File: src/rtl/rxr_pkg.sv
package rxr_pkg;
  localparam int unsigned LEN_W      = 16;
  localparam int unsigned DESC_BYTES = 8;

  localparam int unsigned FLG_EMPTY = 15;
  localparam int unsigned FLG_WRAP  = 13;
  localparam int unsigned FLG_INT   = 12;
  localparam int unsigned FLG_LAST  = 11;
  localparam int unsigned FLG_FIRST = 10;
  localparam int unsigned FLG_LENV  = 5;

  typedef enum logic [1:0] {SRC_CB, SRC_DATA, SRC_PAD} src_e;

  typedef enum logic [2:0] {
    ST_IDLE, ST_RD_HDR, ST_RD_PTR, ST_CHECK, ST_FILL, ST_WBACK
  } st_e;
endpackage

File: src/rtl/rxr_frame_acct.sv
module rxr_frame_acct
  import rxr_pkg::*;
#(
  parameter int unsigned MIN_LEN = 60,
  parameter int unsigned CRC_LEN = 4,
  parameter int unsigned CB_BASE = 8,
  parameter int unsigned ALW     = 5
) (
  input  logic             clk,
  input  logic             rst_n,
  input  logic             load,
  input  logic [LEN_W-1:0] len,
  input  logic             cb_en,
  input  logic [ALW-1:0]   cb_align,
  input  logic             step,
  output src_e             src,
  output logic             left_one,
  output logic             all_done,
  output logic [LEN_W:0]   total
);
  localparam int unsigned CBW  = $clog2(CB_BASE + (1 << ALW)) + 1;
  localparam int unsigned PADW = $clog2(MIN_LEN + CRC_LEN + 1);
  localparam int unsigned SUMW = LEN_W + 2;

  logic [CBW-1:0]   cb_q,  cb_d;
  logic [LEN_W-1:0] dat_q, dat_d;
  logic [PADW-1:0]  pad_q, pad_d;
  logic [LEN_W:0]   tot_q, tot_d;
  logic             short_len;

  assign short_len = len < LEN_W'(MIN_LEN);
  assign src = (cb_q != '0) ? SRC_CB : ((dat_q != '0) ? SRC_DATA : SRC_PAD);
  assign all_done = (cb_q == '0) && (dat_q == '0) && (pad_q == '0);
  assign left_one = (SUMW'(cb_q) + SUMW'(dat_q) + SUMW'(pad_q)) == SUMW'(1);
  assign total = tot_q;

  always_comb begin
    cb_d  = cb_q;
    dat_d = dat_q;
    pad_d = pad_q;
    tot_d = tot_q;
    if (load) begin
      cb_d  = cb_en ? (CBW'(CB_BASE) + CBW'(cb_align)) : '0;
      dat_d = len;
      pad_d = short_len ? (PADW'(CRC_LEN) + PADW'(LEN_W'(MIN_LEN) - len))
                        : PADW'(CRC_LEN);
      tot_d = (short_len ? (LEN_W+1)'(MIN_LEN) : {1'b0, len}) + (LEN_W+1)'(CRC_LEN);
    end else if (step) begin
      unique case (src)
        SRC_CB:   cb_d  = cb_q - CBW'(1);
        SRC_DATA: dat_d = dat_q - LEN_W'(1);
        default:  if (pad_q != '0) pad_d = pad_q - PADW'(1);
      endcase
    end
  end

  always_ff @(posedge clk or negedge rst_n) begin
    if (!rst_n) begin
      cb_q  <= '0;
      dat_q <= '0;
      pad_q <= '0;
      tot_q <= '0;
    end else if (load || step) begin
      cb_q  <= cb_d;
      dat_q <= dat_d;
      pad_q <= pad_d;
      tot_q <= tot_d;
    end
  end

  AST_STEP_HAS_WORK: assert property (@(posedge clk) disable iff (!rst_n)
    step |-> !all_done);
  AST_SIZE_FLOOR: assert property (@(posedge clk) disable iff (!rst_n)
    load |=> (tot_q >= (LEN_W+1)'(MIN_LEN + CRC_LEN)));
endmodule

File: src/rtl/rxr_desc_word.sv
module rxr_desc_word
  import rxr_pkg::*;
(
  input  logic [31:0]      old_w,
  input  logic [LEN_W-1:0] add_len,
  input  logic             first,
  input  logic             last,
  input  logic             lenv,
  input  logic             wb_en,
  output logic [31:0]      new_w,
  output logic             ev_frame,
  output logic             ev_buf
);
  logic [15:0] flags;

  always_comb begin
    flags = old_w[31:16];
    flags[FLG_EMPTY] = 1'b0;
    if (first) flags[FLG_FIRST] = 1'b1;
    if (last)  flags[FLG_LAST]  = 1'b1;
    if (last && lenv) flags[FLG_LENV] = 1'b1;
    new_w = {flags, old_w[15:0] + add_len};
  end

  assign ev_frame = wb_en && old_w[16+FLG_INT] && last;
  assign ev_buf   = wb_en && old_w[16+FLG_INT] && !last;
endmodule

File: src/rtl/rx_ring_filler.sv
module rx_ring_filler
  import rxr_pkg::*;
#(
  parameter int unsigned AW      = 32,
  parameter int unsigned PDW     = 2,
  parameter int unsigned ALW     = 5,
  parameter int unsigned MIN_LEN = 60,
  parameter int unsigned CRC_LEN = 4,
  parameter int unsigned CB_BASE = 8
) (
  input  logic             clk,
  input  logic             rst_n,
  input  logic             cfg_rx_en,
  input  logic             cfg_grace_stop,
  input  logic             cfg_short_ok,
  input  logic [PDW-1:0]   cfg_parse_depth,
  input  logic [ALW-1:0]   cfg_align,
  input  logic [AW-1:0]    cfg_ring_base,
  input  logic [LEN_W-1:0] cfg_max_buf,
  input  logic [LEN_W-1:0] cfg_max_frame,
  input  logic             ptr_wr,
  input  logic [AW-1:0]    ptr_wdata,
  input  logic             ring_restart,
  output logic [AW-1:0]    ring_ptr,
  output logic             ring_halted,
  output logic             frm_pending,
  input  logic             frm_valid,
  input  logic [LEN_W-1:0] frm_len,
  output logic             frm_ready,
  input  logic [7:0]       dat_byte,
  output logic             dat_take,
  output logic             mem_rd,
  output logic             mem_wr,
  output logic             mem_bwr,
  output logic [AW-1:0]    mem_addr,
  output logic [31:0]      mem_wdata,
  input  logic [31:0]      mem_rdata,
  output logic             ev_frame,
  output logic             ev_buf
);
  localparam logic [AW-1:0] ALIGN_MASK = ~AW'(DESC_BYTES - 1);

  st_e              st_q, st_d;
  logic [AW-1:0]    ptr_q, ptr_d, start_q, start_d, buf_q, buf_d, ptr_next;
  logic             halt_q, halt_d, pend_q, pend_d, first_q, first_d;
  logic [31:0]      w0_q, w0_d, new_w;
  logic [LEN_W-1:0] cnt_q, cnt_d;

  logic             accept, keep, step, wb_en;
  src_e             src;
  logic             left_one, all_done;
  logic [LEN_W:0]   total;

  rxr_frame_acct #(
    .MIN_LEN(MIN_LEN), .CRC_LEN(CRC_LEN), .CB_BASE(CB_BASE), .ALW(ALW)
  ) acct_i (
    .clk(clk), .rst_n(rst_n), .load(keep), .len(frm_len),
    .cb_en(cfg_parse_depth != '0), .cb_align(cfg_align), .step(step),
    .src(src), .left_one(left_one), .all_done(all_done), .total(total)
  );

  rxr_desc_word word_i (
    .old_w(w0_q), .add_len(cnt_q), .first(first_q), .last(all_done),
    .lenv(total >= {1'b0, cfg_max_frame}), .wb_en(wb_en),
    .new_w(new_w), .ev_frame(ev_frame), .ev_buf(ev_buf)
  );

  assign frm_ready = (st_q == ST_IDLE) && !pend_q && !halt_q &&
                     cfg_rx_en && !cfg_grace_stop;
  assign accept = frm_valid && frm_ready;
  assign keep   = accept && (cfg_short_ok || (frm_len >= LEN_W'(MIN_LEN)));
  assign step   = (st_q == ST_FILL);
  assign wb_en  = (st_q == ST_WBACK);
  assign ptr_next = w0_q[16+FLG_WRAP] ? (cfg_ring_base & ALIGN_MASK)
                                      : (ptr_q + AW'(DESC_BYTES));

  // memory port
  always_comb begin
    mem_rd    = 1'b0;
    mem_wr    = 1'b0;
    mem_bwr   = 1'b0;
    mem_addr  = ptr_q;
    mem_wdata = '0;
    dat_take  = 1'b0;
    unique case (st_q)
      ST_RD_HDR: mem_rd = 1'b1;
      ST_RD_PTR: begin
        mem_rd   = 1'b1;
        mem_addr = ptr_q + AW'(4);
      end
      ST_FILL: begin
        mem_bwr   = 1'b1;
        mem_addr  = buf_q + AW'(cnt_q);
        dat_take  = (src == SRC_DATA);
        mem_wdata = {24'h0, (src == SRC_DATA) ? dat_byte : 8'h00};
      end
      ST_WBACK: begin
        mem_wr    = 1'b1;
        mem_wdata = new_w;
      end
      default: ;
    endcase
  end

  // next state
  always_comb begin
    st_d    = st_q;
    ptr_d   = ptr_q;
    start_d = start_q;
    buf_d   = buf_q;
    halt_d  = halt_q;
    pend_d  = pend_q;
    first_d = first_q;
    w0_d    = w0_q;
    cnt_d   = cnt_q;
    unique case (st_q)
      ST_IDLE: begin
        if (ring_restart) halt_d = 1'b0;
        if (ptr_wr) ptr_d = ptr_wdata & ALIGN_MASK;
        if (keep) begin
          pend_d  = 1'b1;
          first_d = 1'b1;
          start_d = ptr_q;
          st_d    = ST_RD_HDR;
        end else if (pend_q && !halt_q) begin
          start_d = ptr_q;
          st_d    = ST_RD_HDR;
        end
      end
      ST_RD_HDR: st_d = ST_RD_PTR;
      ST_RD_PTR: begin
        w0_d = mem_rdata;
        st_d = ST_CHECK;
      end
      ST_CHECK: begin
        buf_d = mem_rdata[AW-1:0];
        cnt_d = '0;
        if (!w0_q[16+FLG_EMPTY]) begin
          halt_d = 1'b1;
          st_d   = ST_IDLE;
        end else if (cfg_max_buf == '0) begin
          st_d = ST_WBACK;
        end else begin
          st_d = ST_FILL;
        end
      end
      ST_FILL: begin
        cnt_d = cnt_q + LEN_W'(1);
        if (left_one || (cnt_d == cfg_max_buf)) st_d = ST_WBACK;
      end
      ST_WBACK: begin
        first_d = 1'b0;
        ptr_d   = ptr_next;
        if (all_done) begin
          pend_d = 1'b0;
          st_d   = ST_IDLE;
        end else if (ptr_next == start_q) begin
          halt_d = 1'b1;
          st_d   = ST_IDLE;
        end else begin
          st_d = ST_RD_HDR;
        end
      end
      default: st_d = ST_IDLE;
    endcase
  end

  always_ff @(posedge clk or negedge rst_n) begin
    if (!rst_n) begin
      st_q    <= ST_IDLE;
      ptr_q   <= '0;
      start_q <= '0;
      buf_q   <= '0;
      halt_q  <= 1'b0;
      pend_q  <= 1'b0;
      first_q <= 1'b0;
      w0_q    <= '0;
      cnt_q   <= '0;
    end else begin
      st_q    <= st_d;
      ptr_q   <= ptr_d;
      start_q <= start_d;
      buf_q   <= buf_d;
      halt_q  <= halt_d;
      pend_q  <= pend_d;
      first_q <= first_d;
      w0_q    <= w0_d;
      cnt_q   <= cnt_d;
    end
  end

  assign ring_ptr    = ptr_q;
  assign ring_halted = halt_q;
  assign frm_pending = pend_q;

  AST_ONE_MEM_OP: assert property (@(posedge clk) disable iff (!rst_n)
    $countones({mem_rd, mem_wr, mem_bwr}) <= 1);
  AST_MEM_NEEDS_FRAME: assert property (@(posedge clk) disable iff (!rst_n)
    (mem_rd || mem_wr || mem_bwr) |-> frm_pending);
  AST_BYTE_CAP: assert property (@(posedge clk) disable iff (!rst_n)
    mem_bwr |-> (cnt_q < cfg_max_buf));
  AST_TAKE_IS_WRITE: assert property (@(posedge clk) disable iff (!rst_n)
    dat_take |-> (mem_bwr && mem_wdata[7:0] == dat_byte));
  AST_EVENT_ON_WB: assert property (@(posedge clk) disable iff (!rst_n)
    (ev_frame || ev_buf) |-> mem_wr);
  AST_HALT_STICKY: assert property (@(posedge clk) disable iff (!rst_n)
    (ring_halted && !ring_restart) |=> ring_halted);
  AST_PTR_ALIGNED: assert property (@(posedge clk) disable iff (!rst_n)
    ring_ptr[2:0] == 3'b000);
endmodule

File: config.mk
export PLATFORM = sky130hd
export DESIGN_NAME = rx_ring_filler
export DESIGN_NICKNAME = d
export VERILOG_FILES = /design/src/rtl/rxr_pkg.sv /design/src/rtl/rxr_frame_acct.sv /design/src/rtl/rxr_desc_word.sv /design/src/rtl/rx_ring_filler.sv
export SDC_FILE = /design/constraint.sdc
export NUM_CORES = 1
export LEC_CHECK = 0
export CAP_MARGIN = 20
export CORE_MARGIN = 10
export CORE_UTILIZATION = 55
export DETAILED_ROUTE_END_ITERATION = 7
export PLACE_DENSITY = 0.83
export SLEW_MARGIN = 10
export SYNTH_ARGS = -nofsm -noshare
export SYNTH_HDL_FRONTEND = slang
export SYNTH_SLANG_ARGS = --single-unit
File: constraint.sdc
create_clock -name clk -period 9.83 [get_ports clk]
set_input_delay 1.966 -clock clk [delete_from_list [all_inputs] [get_ports clk]]
set_output_delay 1.966 -clock clk [all_outputs]
set_load 0.1 [all_outputs]
==> impl_metrics.csv, run 1 <==
group,metric,value,unit
outcome,status,"finished clean",
detailed_routing,drc,0,
yosys,synthCells,1824,
worst_setup_path,cp_slowest_cell,"clkdlybuf4s50_1",
worst_setup_path,cp_slowest_stage_delay,1.17,ns
global_routing,grt_pass1_wl,81520,um
clock_network,clk_pin_slew,0.08,ns
global_routing,grt-ovfl-total,0,
global_routing,grt_pass1_vias,14616,
yosys,synth_top_family_by_area,"simple AND/OR/NAND/NOR gates",
timing,whs,0.4736,ns
detailed_routing,route.vias.total,14910,
worst_setup_path,r2r-end,"st_q[0]",
detailed_routing,wire_per_inst,22.07,um
yosys,ys_warn_count,0,
timing,fin_crit,7.046,ns
clock_network,cts.sinks,197,
yosys,avgSynthCellArea,8.304,um^2
yosys,syn_area,15150,um^2
die,fp.dieW,186.0,um
detailed_routing,drtIter0Drc,1383,
placement,dpl_cell_area,17880,um^2
yosys,synth.distinct_cells,83,
min_path,hp-class,"flop to flop",
timing,slew_headroom,18.38,%
clock_network,post_cts_buffers,0,
yosys,yosys-top-cells-area,"dfrtp_1 (33%), nand2_1 (6.3%), ha_1 (5.8%)",
global_routing,antenna_found_initial,2,
die,core-area,27030,um^2
clock_network,clkLatencyLatePin,0.45,ns
pwr,p_leak,7.605,nW
timing,skew,0.02045,ns
layout,multi_input_area,9544,um^2
yosys,ys.flop_type,"dfrtp_1",
yosys,synth_nets,2065,
timing,rsz0062_at_grt,"no",
min_path,holdCritStartpoint,"w0_q[22]",
layout,area_growth,21.74,%
timing,finalSetupViolCount,0,
detailed_routing,postRouteAntennaNets,0,
layout,stdcell_count,2369,
worst_setup_path,path_class,"primary input to output port",
worst_setup_path,arrival,5.08,ns
worst_setup_path,crit_family,"buffers and inverters",
worst_setup_path,critical_path.max_fanout,2,
clock_network,cts_tree,"built",
yosys,synth.top_cell.area_share,32.55,%
clock_network,cts_resized,0,
yosys,synth_fa_ha_area_share,6.311,%
worst_setup_path,reg2reg_slack,5.34,ns
yosys,synth_simple_gate_area_share,23.15,%
worst_setup_path,end_kind,"output port",
placement,place.gp.congestion,0.9767,
yosys,synth_common_cells,"nand2_1 (256), dfrtp_1 (197), o21ai_0 (135), nor2_1 (123), xnor2_1 (92)",
yosys,synth_xor_area_share,9.689,%
layout,postLayoutCellArea,18440,um^2
die,num_rows,60,
worst_setup_path,reg2reg_from,"acct_i.dat_q[2]",
placement,port_buffers,264,
die,die_area,34580,um^2
min_path,min_to,"w0_q[22]",
job,maxCapViolCount,0,
yosys,synth.most_common_cell,"nand2_1",
timing,fmax,141.9,MHz
yosys,ys_seq_elements,197,
layout,final_layout_size_suffix_gt1_share,7.108,%
pwr,power,5.702,mW
die,initial_core_util,56.05,%
timing,setup_tns,0,ns
yosys,synthMuxAreaShare,6.096,%
clock_network,cts_made_buffers,17,
timing,drv_slew,0,
die,die_h,186.0,um
placement,dp_cells,2334,
yosys,synth_edf_count,0,
global_routing,grt_max_degree,72,
worst_setup_path,start_kind,"primary input",
worst_setup_path,crit_cells,13,
yosys,synth_top_cell_by_area,"dfrtp_1",
detailed_routing,firstDrtPassIters,5,
yosys,async_flop_share,100.0,%
pwr,power_density,309.2,nW/um^2
layout,nFillCells,2252,
worst_setup_path,path_buf_inv,3,
clock_network,clk_path_buf_depth,2,
global_routing,grtUsageTotal,29.80,%
worst_setup_path,cp.required,7.86,ns
layout,register_area,4930,um^2
timing,min_period_over_period,71.67,%
yosys,synth_seq_area_share,32.55,%
detailed_routing,wl,52280,um
timing,hold_viol_final,0,
pwr,vdd_drop_max,0.2759,mV
die,boundaryPins,272,
yosys,synth_compound_area_share,17.70,%
worst_setup_path,cp_cell_sequence,"clkdlybuf4s50_1 -> inv_1 -> ha_1 -> nor2b_1 -> o21a_1 -> o21ai_0 -> nand2b_1 -> a21oi_1 -> o21ai_0 -> a221oi_1 -> or3_1 -> a21oi_1 -> clkdlybuf4s50_1",
timing,tightest_slew,1.213,ns
min_path,holdPathStages,2,
layout,nNetsFinal,2255,
worst_setup_path,reg2reg_depth,15,
clock_network,htreeDepth,4,
clock_network,cts_hold_buf,0,
clock_network,cts_root_buf,"clkbuf_16",
placement,hpwl,39490,um
detailed_routing,viasPerCell,6.294,
[area by class of cell]
| cell class | instances | area share, % |
|---|---|---|
| Antenna cell | 2 | 0.02714 |
| Multi-Input combinational cell | 1457 | 51.76 |
| Sequential cell | 197 | 26.73 |
| Clock inverter | 12 | 0.6242 |
| Inverter | 62 | 1.262 |
| Clock buffer | 19 | 2.348 |
| Timing Repair Buffer | 279 | 14.93 |
| Tap cell | 341 | 2.314 |
[worst reg2reg max path, cell delays in order (launching register included)]
cell,delay [ns]
dfrtp_1,0.47
ha_1,0.38
nor2b_1,0.16
o211ai_1,0.52
nand2_1,0.14
a21oi_1,0.22
xnor2_1,0.10
ha_1,0.21
or3_1,0.41
o21ai_0,0.51
xnor2_1,0.16
nor3_1,0.18
a31oi_1,0.06
a2111oi_0,0.31
o221ai_1,0.25
a311oi_1,0.31
[power breakdown]
| part | total (mW) | internal [mW] | switching (mW) |
|---|---|---|---|
| sequential | 1.52 | 1.08 | 0.447 |
| combinational | 3.48 | 1.13 | 2.35 |
| clock | 0.702 | 0.334 | 0.367 |
[cells by family after synthesis]
kind of cell | Yosys count
AOI/OAI and AO/OA | 416
xor gates and xnor gates | 166
adders and majority gates | 74
buffers and inverters | 170
DFF | 197
muxes | 84
other | 1
and+or+nand+nor | 716
[through the flow]
stage                     utilization (%)  setup WS, ns
final                               68.23         2.784
after global routing                68.21         2.554
after floorplan                         -         2.285
after global placement              66.15         2.793
after detailed placement            66.15         2.776
after CTS                           68.18         2.776
[per-layer routing]
layer,part of all wire (%),vias to the layer above,track usage (%)
met5,0.015,-,0
met4,3.2,2,10.54
met3,10,105,7.311
met1,42,7175,39.56
li1,-,6905,-
met2,45,723,46.22
[cells in the final DEF (no fill, tap or decap), types with 25 or more instances in the layout]
cell	Yosys	final
a21oi_1	75	75
nor4_1	25	25
xnor2_1	92	92
clkdlybuf4s50_1	0	263
inv_1	62	62
nand3_1	80	80
dfrtp_1	197	197
nor3_1	47	47
ha_1	70	70
nor2_1	123	123
o21ai_0	135	135
nand2_1	256	255
nand4_1	37	37
and2_1	26	26
mux2_2	66	66
xor2_1	73	73
[registers in the layout (all words and copies together) (netlist names)]
name / flops
w0_q: 32
cnt_q: 16
first_q: 1
ring_ptr: 32
acct_i.pad_q: 7
acct_i.dat_q: 16
acct_i.total: 17
frm_pending: 1
acct_i.cb_q: 7
st_q: 3
buf_q: 32
start_q: 32
ring_halted: 1
[worst max path at each step]
stage | to | from | slack, ns
6_report | mem_wdata[21] | cfg_max_frame[1] | 2.78
5_1_grt | mem_wdata[21] | cfg_max_frame[1] | 2.55
4_1_cts | mem_wdata[21] | cfg_max_frame[1] | 2.78
3_5_place_dp | mem_wdata[21] | cfg_max_frame[1] | 2.78
3_3_place_gp | mem_wdata[21] | cfg_max_frame[1] | 2.79
2_1_floorplan | mem_addr[16] | ring_ptr[7] | 2.28
Note: power is estimated with default switching activity, not from simulation.
==> inputs of run 2 (changes only) <==
Settings changed: CORE_UTILIZATION 55 to 54, PLACE_DENSITY 0.83 to 0.82.
Clock period 9.83 ns to 6.5 ns, I/O delays scaled along.
==> run 2 against run 1 <==
Compared with the run above:
- non-clock buffer count increased by 5
- via count rose by 0.79%
- combinational power increased by 52%
- register-to-register slack worse by 3.4 ns
- wire length barely moved
- first-iteration DRC count up 14%
- hold slack worse by 0.0073 ns
- count of clock-buffer cells in the layout fell by 1
- sequential share of layout area fell by 0.054 points
- sequential power grew 49%
- setup slack got worse by 2.0 ns
- clock skew fell by 0.0082 ns
- critical endpoint is now mem_addr[15]
- highest routed layer unchanged
==> impl_metrics.csv, run 2 (synthesis gave the netlist of run 1 again) <==
group,metric,value,unit
die,num_rows,61,
timing,setup_tns,0,ns
min_path,min_to,"w0_q[19]",
detailed_routing,route.vias.total,15028,
worst_setup_path,cp_cell_sequence,"ha_1 -> a21o_1 -> a21oi_1 -> o21ai_0 -> a21oi_1 -> o31ai_1 -> o21a_1 -> nor2_1 -> xor2_1 -> o221ai_1 -> clkdlybuf4s50_1",
die,boundaryPins,272,
timing,slew_headroom,27.59,%
worst_setup_path,reg2reg_from,"acct_i.cb_q[0]",
timing,finalSetupViolCount,0,
layout,nNetsFinal,2260,
timing,rsz0062_at_grt,"no",
clock_network,cts_root_buf,"clkbuf_16",
die,die_h,187.5,um
placement,port_buffers,264,
worst_setup_path,crit_path_frequent_cell,"a21oi_1",
worst_setup_path,reg2reg_slack,1.95,ns
detailed_routing,wl,52320,um
worst_setup_path,end_kind,"output port",
pwr,power_density,468.2,nW/um^2
clock_network,clkLatencyLatePin,0.45,ns
detailed_routing,wire_per_inst,21.70,um
timing,setup_ws,0.7797,ns
global_routing,antenna_found_initial,3,
pwr,power,8.651,mW
detailed_routing,postRouteAntennaNets,0,
worst_setup_path,r2r-end,"st_q[0]",
detailed_routing,drc,0,
worst_setup_path,reg2reg_depth,17,
min_path,holdPathStages,2,
layout,final_cell_mix,"nand2_1 (255), clkdlybuf4s50_1 (233), dfrtp_1 (197), o21ai_0 (135), nor2_1 (123)",
clock_network,cts_hold_buf,0,
clock_network,clk_pin_slew,0.08,ns
layout,layout_commonest_cell,"nand2_1",
timing,drv_slew,0,
layout,final_layout_size_suffix_gt1_share,8.907,%
pwr,vdd_drop_max,0.4381,mV
timing,fin_crit,5.720,ns
timing,tightest_slew,1.083,ns
detailed_routing,viasPerCell,6.233,
detailed_routing,firstDrtPassIters,5,
worst_setup_path,arrival,4.42,ns
clock_network,clk_path_buf_depth,2,
clock_network,cts_tree,"built",
worst_setup_path,critical_path.max_fanout,8,
job,maxCapViolCount,0,
clock_network,cts_made_buffers,17,
global_routing,grt-ovfl-total,0,
worst_setup_path,cp.required,5.20,ns
die,core-area,27710,um^2
worst_setup_path,cp_slowest_stage_delay,1.19,ns
die,initial_core_util,54.67,%
clock_network,htreeDepth,4,
timing,min_period_over_period,88.00,%
die,fp.dieW,187.5,um
placement,place_ws,1.318,ns
outcome,status,"finished clean",
global_routing,grt_pass1_vias,14533,
clock_network,cts_resized,0,
min_path,holdCritStartpoint,"w0_q[19]",
placement,place.gp.congestion,0.9800,
clock_network,post_cts_buffers,0,
global_routing,grtUsageTotal,28.93,%
timing,fmax,174.8,MHz
timing,skew,0.01228,ns
die,die_area,35150,um^2
layout,final_util,66.69,%
worst_setup_path,start_kind,"flop",
worst_setup_path,path_class,"flop to output port",
layout,area_growth,21.99,%
placement,hpwl,39620,um
timing,hold_viol_final,0,
pwr,p_leak,7.698,nW
min_path,hp-class,"flop to flop",
global_routing,grt_pass1_wl,82150,um
worst_setup_path,cp_slowest_cell,"clkdlybuf4s50_1",
clock_network,cts.sinks,197,
layout,nFillCells,2290,
global_routing,grt_max_degree,74,
detailed_routing,drtIter0Drc,1573,
run 2: layer usage:
layer	vias up	wire length [um]	GRT usage, %
li1	6944	-	-
met1	7232	22180	38.42
met2	750	23860	45.34
met3	98	4701	6.730
met4	4	1549	9.938
met5	-	31	0
run 2: area by class of cell:
class | instances | area [um^2] | area share [%]
clock inverter | 14 | 140.1 | 0.7584
timing repair buffer | 284 | 2716 | 14.70
multi-input combinational | 1457 | 9544 | 51.65
antenna | 1 | 2.502 | 0.01354
sequential | 197 | 4930 | 26.68
tap | 378 | 473.0 | 2.560
clock buffer | 18 | 439.2 | 2.377
inverter | 62 | 232.7 | 1.259
run 2: critical path: cells and delay by family (launching register included):
| kind | cells | cell delay [ns] |
|---|---|---|
| AOI/OAI and AO/OA | 7 | 1.72 |
| xor gates and xnor gates | 1 | 0.17 |
| adders and majority gates | 1 | 0.34 |
| buffers and inverters | 1 | 1.19 |
| DFF | 1 | 0.50 |
| and+or+nand+nor | 1 | 0.05 |
run 2: worst max path at each step:
stage,cells past startpoint,slack (ns),start,endpoint
global placement,13,1.32,cnt_q[0],mem_wdata[14]
detailed placement,13,1.32,cnt_q[0],mem_wdata[14]
global route,13,0.50,cnt_q[0],mem_wdata[14]
floorplan,5,0.06,ring_ptr[7],mem_addr[10]
finish,11,0.78,cnt_q[1],mem_addr[15]
CTS,13,0.79,cnt_q[0],mem_wdata[14]
run 2: through the flow:
step           cell area (um^2)  hold WS (ns)  std cells
6_report                  18480        0.4663       2411
5_1_grt                   18480        0.5050       2410
4_1_cts                   18470        0.4736       2408
3_5_place_dp              17890        0.4573       2376
3_3_place_gp              17890        0.4540       2376
2_1_floorplan             15150        0.4374       1824
run 2: power by group:
group	switching [mW]	total, mW	leakage [nW]	internal (mW)
Sequential	0.634	2.26	2.38	1.63
Combinational	3.61	5.30	5.03	1.69
Clock	0.537	1.09	0.286	0.552
